$ cat src/rtl/irq_gate_pkg.sv
package irq_gate_pkg;
  localparam int SR_WIDTH = 16;
  localparam int GIE_POS  = 3;

  typedef enum logic [1:0] {
    SR_OP_NONE,
    SR_OP_SET,
    SR_OP_CLR,
    SR_OP_LOAD
  } sr_op_e;
endpackage

$ cat src/rtl/irq_sr_op_sel.sv
module irq_sr_op_sel
  import irq_gate_pkg::*;
(
  input  logic   retire_i,
  input  logic   set_en_i,
  input  logic   clr_en_i,
  input  logic   sr_wr_i,
  output sr_op_e op_o
);
  // Priority: full load, then clear, then set; nothing without retire.
  always_comb begin
    op_o = SR_OP_NONE;
    if (retire_i) begin
      if (sr_wr_i)       op_o = SR_OP_LOAD;
      else if (clr_en_i) op_o = SR_OP_CLR;
      else if (set_en_i) op_o = SR_OP_SET;
    end
  end
endmodule

$ cat src/rtl/irq_sr_next.sv
module irq_sr_next
  import irq_gate_pkg::*;
#(
  parameter int W   = SR_WIDTH,
  parameter int GIE = GIE_POS
) (
  input  sr_op_e       op_i,
  input  logic [W-1:0] sr_i,
  input  logic [W-1:0] wdata_i,
  input  logic         accept_i,
  output logic [W-1:0] sr_next_o
);
  localparam logic [W-1:0] GIE_MASK = W'(1) << GIE;

  logic [W-1:0] after_op;

  always_comb begin
    unique case (op_i)
      SR_OP_SET:  after_op = sr_i | GIE_MASK;
      SR_OP_CLR:  after_op = sr_i & ~GIE_MASK;
      SR_OP_LOAD: after_op = wdata_i;
      default:    after_op = sr_i;
    endcase
    // An accepted interrupt clears the enable last.
    sr_next_o = accept_i ? (after_op & ~GIE_MASK) : after_op;
  end
endmodule

$ cat src/rtl/irq_eff_track.sv
module irq_eff_track (
  input  logic clk,
  input  logic rst,
  input  logic retire_i,
  input  logic gie_now_i,
  input  logic pend_i,
  output logic accept_o
);
  logic eff_q;
  logic bnd_q;

  assign accept_o = bnd_q & eff_q & pend_i;

  always_ff @(posedge clk) begin
    if (rst) begin
      eff_q <= 1'b0;
      bnd_q <= 1'b0;
    end else begin
      bnd_q <= retire_i;
      if (accept_o)      eff_q <= 1'b0;
      else if (retire_i) eff_q <= gie_now_i;
    end
  end


  acc_single_chk: assert property (@(posedge clk) disable iff (rst)
    accept_o |=> !accept_o);


  acc_needs_pend_chk: assert property (@(posedge clk) disable iff (rst)
    accept_o |-> pend_i);


  acc_late_enable_chk: assert property (@(posedge clk) disable iff (rst)
    (retire_i && !gie_now_i) |=> !accept_o);


  acc_after_retire_chk: assert property (@(posedge clk) disable iff (rst)
    accept_o |-> $past(retire_i));
endmodule

$ cat src/rtl/irq_gate_top.sv
module irq_gate_top
  import irq_gate_pkg::*;
#(
  parameter int W   = SR_WIDTH,
  parameter int GIE = GIE_POS
) (
  input  logic         clk,
  input  logic         rst,
  input  logic         retire_i,
  input  logic         set_en_i,
  input  logic         clr_en_i,
  input  logic         sr_wr_i,
  input  logic [W-1:0] sr_wdata_i,
  input  logic         irq_pend_i,
  output logic [W-1:0] sr_o,
  output logic         irq_accept_o
);
  localparam logic [W-1:0] GIE_MASK = W'(1) << GIE;

  logic [W-1:0] sr_q;
  logic [W-1:0] sr_d;
  sr_op_e       op;

  irq_sr_op_sel u_sel (
    .retire_i (retire_i),
    .set_en_i (set_en_i),
    .clr_en_i (clr_en_i),
    .sr_wr_i  (sr_wr_i),
    .op_o     (op)
  );

  irq_sr_next #(.W(W), .GIE(GIE)) u_next (
    .op_i      (op),
    .sr_i      (sr_q),
    .wdata_i   (sr_wdata_i),
    .accept_i  (irq_accept_o),
    .sr_next_o (sr_d)
  );

  irq_eff_track u_eff (
    .clk       (clk),
    .rst       (rst),
    .retire_i  (retire_i),
    .gie_now_i (sr_q[GIE]),
    .pend_i    (irq_pend_i),
    .accept_o  (irq_accept_o)
  );

  always_ff @(posedge clk) begin
    if (rst) sr_q <= '0;
    else     sr_q <= sr_d;
  end

  assign sr_o = sr_q;


  sr_hold_chk: assert property (@(posedge clk) disable iff (rst)
    (!retire_i && !irq_accept_o) |=> $stable(sr_o));


  acc_clears_gie_chk: assert property (@(posedge clk) disable iff (rst)
    irq_accept_o |=> !sr_o[GIE]);


  set_only_gie_chk: assert property (@(posedge clk) disable iff (rst)
    (retire_i && set_en_i && !clr_en_i && !sr_wr_i && !irq_accept_o)
      |=> sr_o == ($past(sr_o) | GIE_MASK));


  clr_only_gie_chk: assert property (@(posedge clk) disable iff (rst)
    (retire_i && clr_en_i && !sr_wr_i)
      |=> sr_o == ($past(sr_o) & ~GIE_MASK));
endmodule

$ cat config.mk
export PLATFORM = sky130hd
export DESIGN_NAME = irq_gate_top
export DESIGN_NICKNAME = d
export VERILOG_FILES = /design/src/rtl/irq_gate_pkg.sv /design/src/rtl/irq_sr_op_sel.sv /design/src/rtl/irq_sr_next.sv /design/src/rtl/irq_eff_track.sv /design/src/rtl/irq_gate_top.sv
export SDC_FILE = /design/constraint.sdc
export NUM_CORES = 1
export LEC_CHECK = 0
export ABC_AREA = 1
export BUFFER_PORTS_ARGS = -buffer_cell sky130_fd_sc_hd__clkbuf_2
export CAP_MARGIN = 20
export CELL_PAD_IN_SITES_DETAIL_PLACEMENT = 0
export CELL_PAD_IN_SITES_GLOBAL_PLACEMENT = 1
export CORE_UTILIZATION = 30
export DETAILED_ROUTE_END_ITERATION = 10
export PLACE_DENSITY = 0.87
export RECOVER_POWER = 25
export SLEW_MARGIN = 0
export SYNTH_ARGS = -nofsm -noshare
export SYNTH_HDL_FRONTEND = slang
export SYNTH_SLANG_ARGS = --single-unit
$ cat constraint.sdc
create_clock -name clk -period 1.3 [get_ports clk]
set_clock_uncertainty 0.15 [all_clocks]
set_input_delay 0.065 -clock clk [delete_from_list [all_inputs] [get_ports clk]]
set_output_delay 0.065 -clock clk [all_outputs]
set_load 0.1 [all_outputs]
==> results list <==
- Status: finished, violations left
- Failing checks: negative hold slack
* Die extent in x: 50.03 um
- The highest metal layer carrying signal wires in the routed design is met4.
- Final design utilization: 0.5945
- Met2 routed wirelength: about 970 um
- Of the post-synthesis cell area, the dominant cell type holds 0.5208.
- Power density relative to cell area: between 1000 and 1500 nW/um2
* Antenna Cells: 0
* Global-route wire length before repair: roughly 2.9 mm
- Detailed placement ended at an HPWL of roughly 1.3 mm.
* Die Span Y: about 50 um
- IO Count: 40
- For the pin with the worst max-slew slack, the measured transition is about 310 ps.
- Yosys printed 0 warnings.
- After detailed routing, the average wire length per cell comes to 10.50 um.
- Final period demand of the worst path: 1286 ps
* Most instantiated flip-flop cell in the synthesis netlist: sky130_fd_sc_hd__dfxtp_1
* Count of unresolved DRC violations after routing: 0
- At the worst endpoint, the required time is 1380 ps.
- In this run, the number of DRC markers left after iteration 0 of detailed routing was 4.
* Biggest fanout along the worst timing path: 2
* Mean Syn Cell Area: approximately 8 um2
- Initial antenna violation count: 0
- Number of buffers inserted by port buffering: 39
- Flop and latch count out of synthesis: 18
* Area of the mapped netlist: about 700 um2
- Across all hold checks on the routed design, the worst slack comes to -33.94 ps.
* Total power draw: about 1.5 mW
- Cell with the most instances after synthesis: sky130_fd_sc_hd__nor2_1
* Worst setup slack after layout: approximately 14 ps
- Of the synthesized area, sequential elements account for 0.5208.
- Clock H-tree levels: 1
- Once the clock tree was built, the resizer swapped 0 gates to a different size.
* Post-CTS setup buffer count: 0
* Number of flops mapped to enable cells by yosys: 0
- Clock-pin transition on the worst setup and hold timing paths: ~100 ps
- In this run the tightest slew margin relative to its limit is 0.7965.
- Via Count: around 760
* Via density per instance: between 4 and 5
* Antenna-violating nets left: 0
- The synthesized netlist contains 17 unique library cells.
* Die area: roughly 2500 um2
* Top cells by count, synth: sky130_fd_sc_hd__nor2_1, sky130_fd_sc_hd__dfxtp_1, sky130_fd_sc_hd__o21ai_1, sky130_fd_sc_hd__nand2_1, sky130_fd_sc_hd__o21ai_0
- Summing all non-filler instances in the final layout gives an area of roughly 1300 um2.
* Static Leak: approximately 0.61 nW
* Final hold vios: 2
* Setup TNS Final: 0 ps
* Final net count: about 170
* TritonCTS clock tree: built
* RSZ-0062 raised after global routing: no
- The clock drives 18 sinks.
- Summing all placed instances gives a cell area of approximately 1100 um2.
- Global routing finished with a remaining overflow of 0.
- GRT Resource Usage Total: 0.1525
- Entering global routing, the biggest net connects 19 pins.
* Gate count after technology mapping: between 80 and 90
- Worst-skew pair later-pin latency: 280 ps
* Drt first pass iters: 4
- In the detailed route, the total length drawn on met3 is roughly 110 um.
* Clock buffer count from CTS: 3
* Number of global-route vias before repair: between 700 and 800
- Placeable core area: ~2200 um2
- Summed over all instances, the cell type with the most area after synthesis is sky130_fd_sc_hd__dfxtp_1.
- DP Worst Slack: roughly 320 ps
- Final estimated routing congestion in global placement: approximately 0.75
- The worst-case IR drop observed on VDD is about 520 uV.
* Largest cells by area after synthesis: sky130_fd_sc_hd__dfxtp_1, sky130_fd_sc_hd__nor2_1, sky130_fd_sc_hd__o21ai_1, sky130_fd_sc_hd__o21ai_0, sky130_fd_sc_hd__nand2_1
- Root cell of the clock tree: sky130_fd_sc_hd__clkbuf_4
- Hold repair after CTS inserted 19 buffers.
- Counting flops with an async set or reset pin after synthesis yields a share of 0.
- Number of placement rows: 17
* Maximum number of buffers from clock root to sink: 2
- The worst setup path is launched from a primary input.
- Synth Net Count: between 100 and 150
- Setup violations remaining at the end of the flow were counted as 0.
- Detailed-route wire length: around 1.8 mm
- The critical path in this run is classified as primary input to flop.
* MaxCap Viol Count: 0
- Peak Freq: just under 0.8 GHz
* Fin crit share: 0.9890
- For this configuration, the core starts out at a cell density of 0.3158.
- The max-slew violation count was 0.
- Hold/Removal Path Class: primary input to flop
- Signal arrival time at the worst endpoint: ~1400 ps
* Post-Route M1 WL: about 750 um
- The area growth from synthesis to layout is 88.25%.
- Element type at the critical path end: flop
* Fraction of layout instances using a drive strength above 1: 0.4218
==> state kept, by name (all words and copies together) (netlist names) <==
name         flops
sr_o            16
u_eff.bnd_q      1
u_eff.eff_q      1
==> critical path: stages <==
cell and delay, ps:
sky130_fd_sc_hd__dlygate4sd3_1 530, sky130_fd_sc_hd__clkbuf_2 120, sky130_fd_sc_hd__nor2_1 90, sky130_fd_sc_hd__dlygate4sd3_1 560
==> cells by family (layout without fill, tap and decap cells) <==
| group | count (synthesis) | count (layout) | share of synthesized area |
|---|---|---|---|
| AO/OA/AOI/OAI | 17 | 17 | 0.1230 |
| buffers and inverters | 11 | 70 | 0.1067 |
| flip-flops | 18 | 18 | 0.5208 |
| AND/OR/NAND/NOR | 42 | 42 | 0.2496 |
==> where the power goes <==
part / total [mW] / internal (mW) / switching [mW]
registers: 0.623 / 0.594 / 0.0298
clock network: 0.339 / 0.170 / 0.169
logic: 0.505 / 0.179 / 0.326
total: 1.47 / 0.943 / 0.525
==> layout make-up <==
| type | instances | area [um2] |
|---|---|---|
| Clock buffer | 4 | 36.28 |
| Multi-Input combinational cell | 59 | 257.7 |
| Sequential cell | 18 | 379.1 |
| Fill cell | 205 | 888.4 |
| Tap cell | 28 | 35.03 |
| Timing Repair Buffer | 59 | 563.0 |
| Inverter | 7 | 31.28 |
==> metal layers <==
metal / GRT usage / vias to the layer above
li1: - / 391
met1: 0.1664 / 337
met2: 0.2689 / 25
met3: 0.03395 / 2
met4: 0.08095 / 0
met5: 0 / -
==> layout by cell type, fill, tap and decap left out, drive strengths merged <==
master | netlist | final
dlygate4sd3 | 0 | 20
nand2 | 8 | 8
clkbuf | 1 | 32
nand3 | 2 | 2
o21ai | 15 | 15
nor2 | 31 | 31
a21oi | 2 | 2
dfxtp | 18 | 18
inv | 7 | 7
buf | 3 | 11
or2 | 1 | 1
==> final timing paths <==
path / from / end / slack, ps / cells after the start
worst max-delay path: rst / u_eff.bnd_q$_SDFF_PP0_ / 10 / 4
worst min-delay path: irq_pend_i / u_eff.eff_q$_SDFFE_PP0P_ / -30 / 4
worst max register to register: sr_o[3]$_SDFFE_PP0P_ / sr_o[3]$_SDFFE_PP0P_ / 400 / 4
worst min register to register: u_eff.eff_q$_SDFFE_PP0P_ / u_eff.eff_q$_SDFFE_PP0P_ / 330 / 2
==> per-stage QoR <==
step / hold WS, ps / instances
after floorplan: -12.62 / 88
after CTS: -64.20 / 174
after global routing: -19.40 / 175
after global placement: 107.2 / 151
after detailed placement: 107.4 / 151
final: -33.94 / 175
Note: power is estimated with default switching activity, not from simulation.
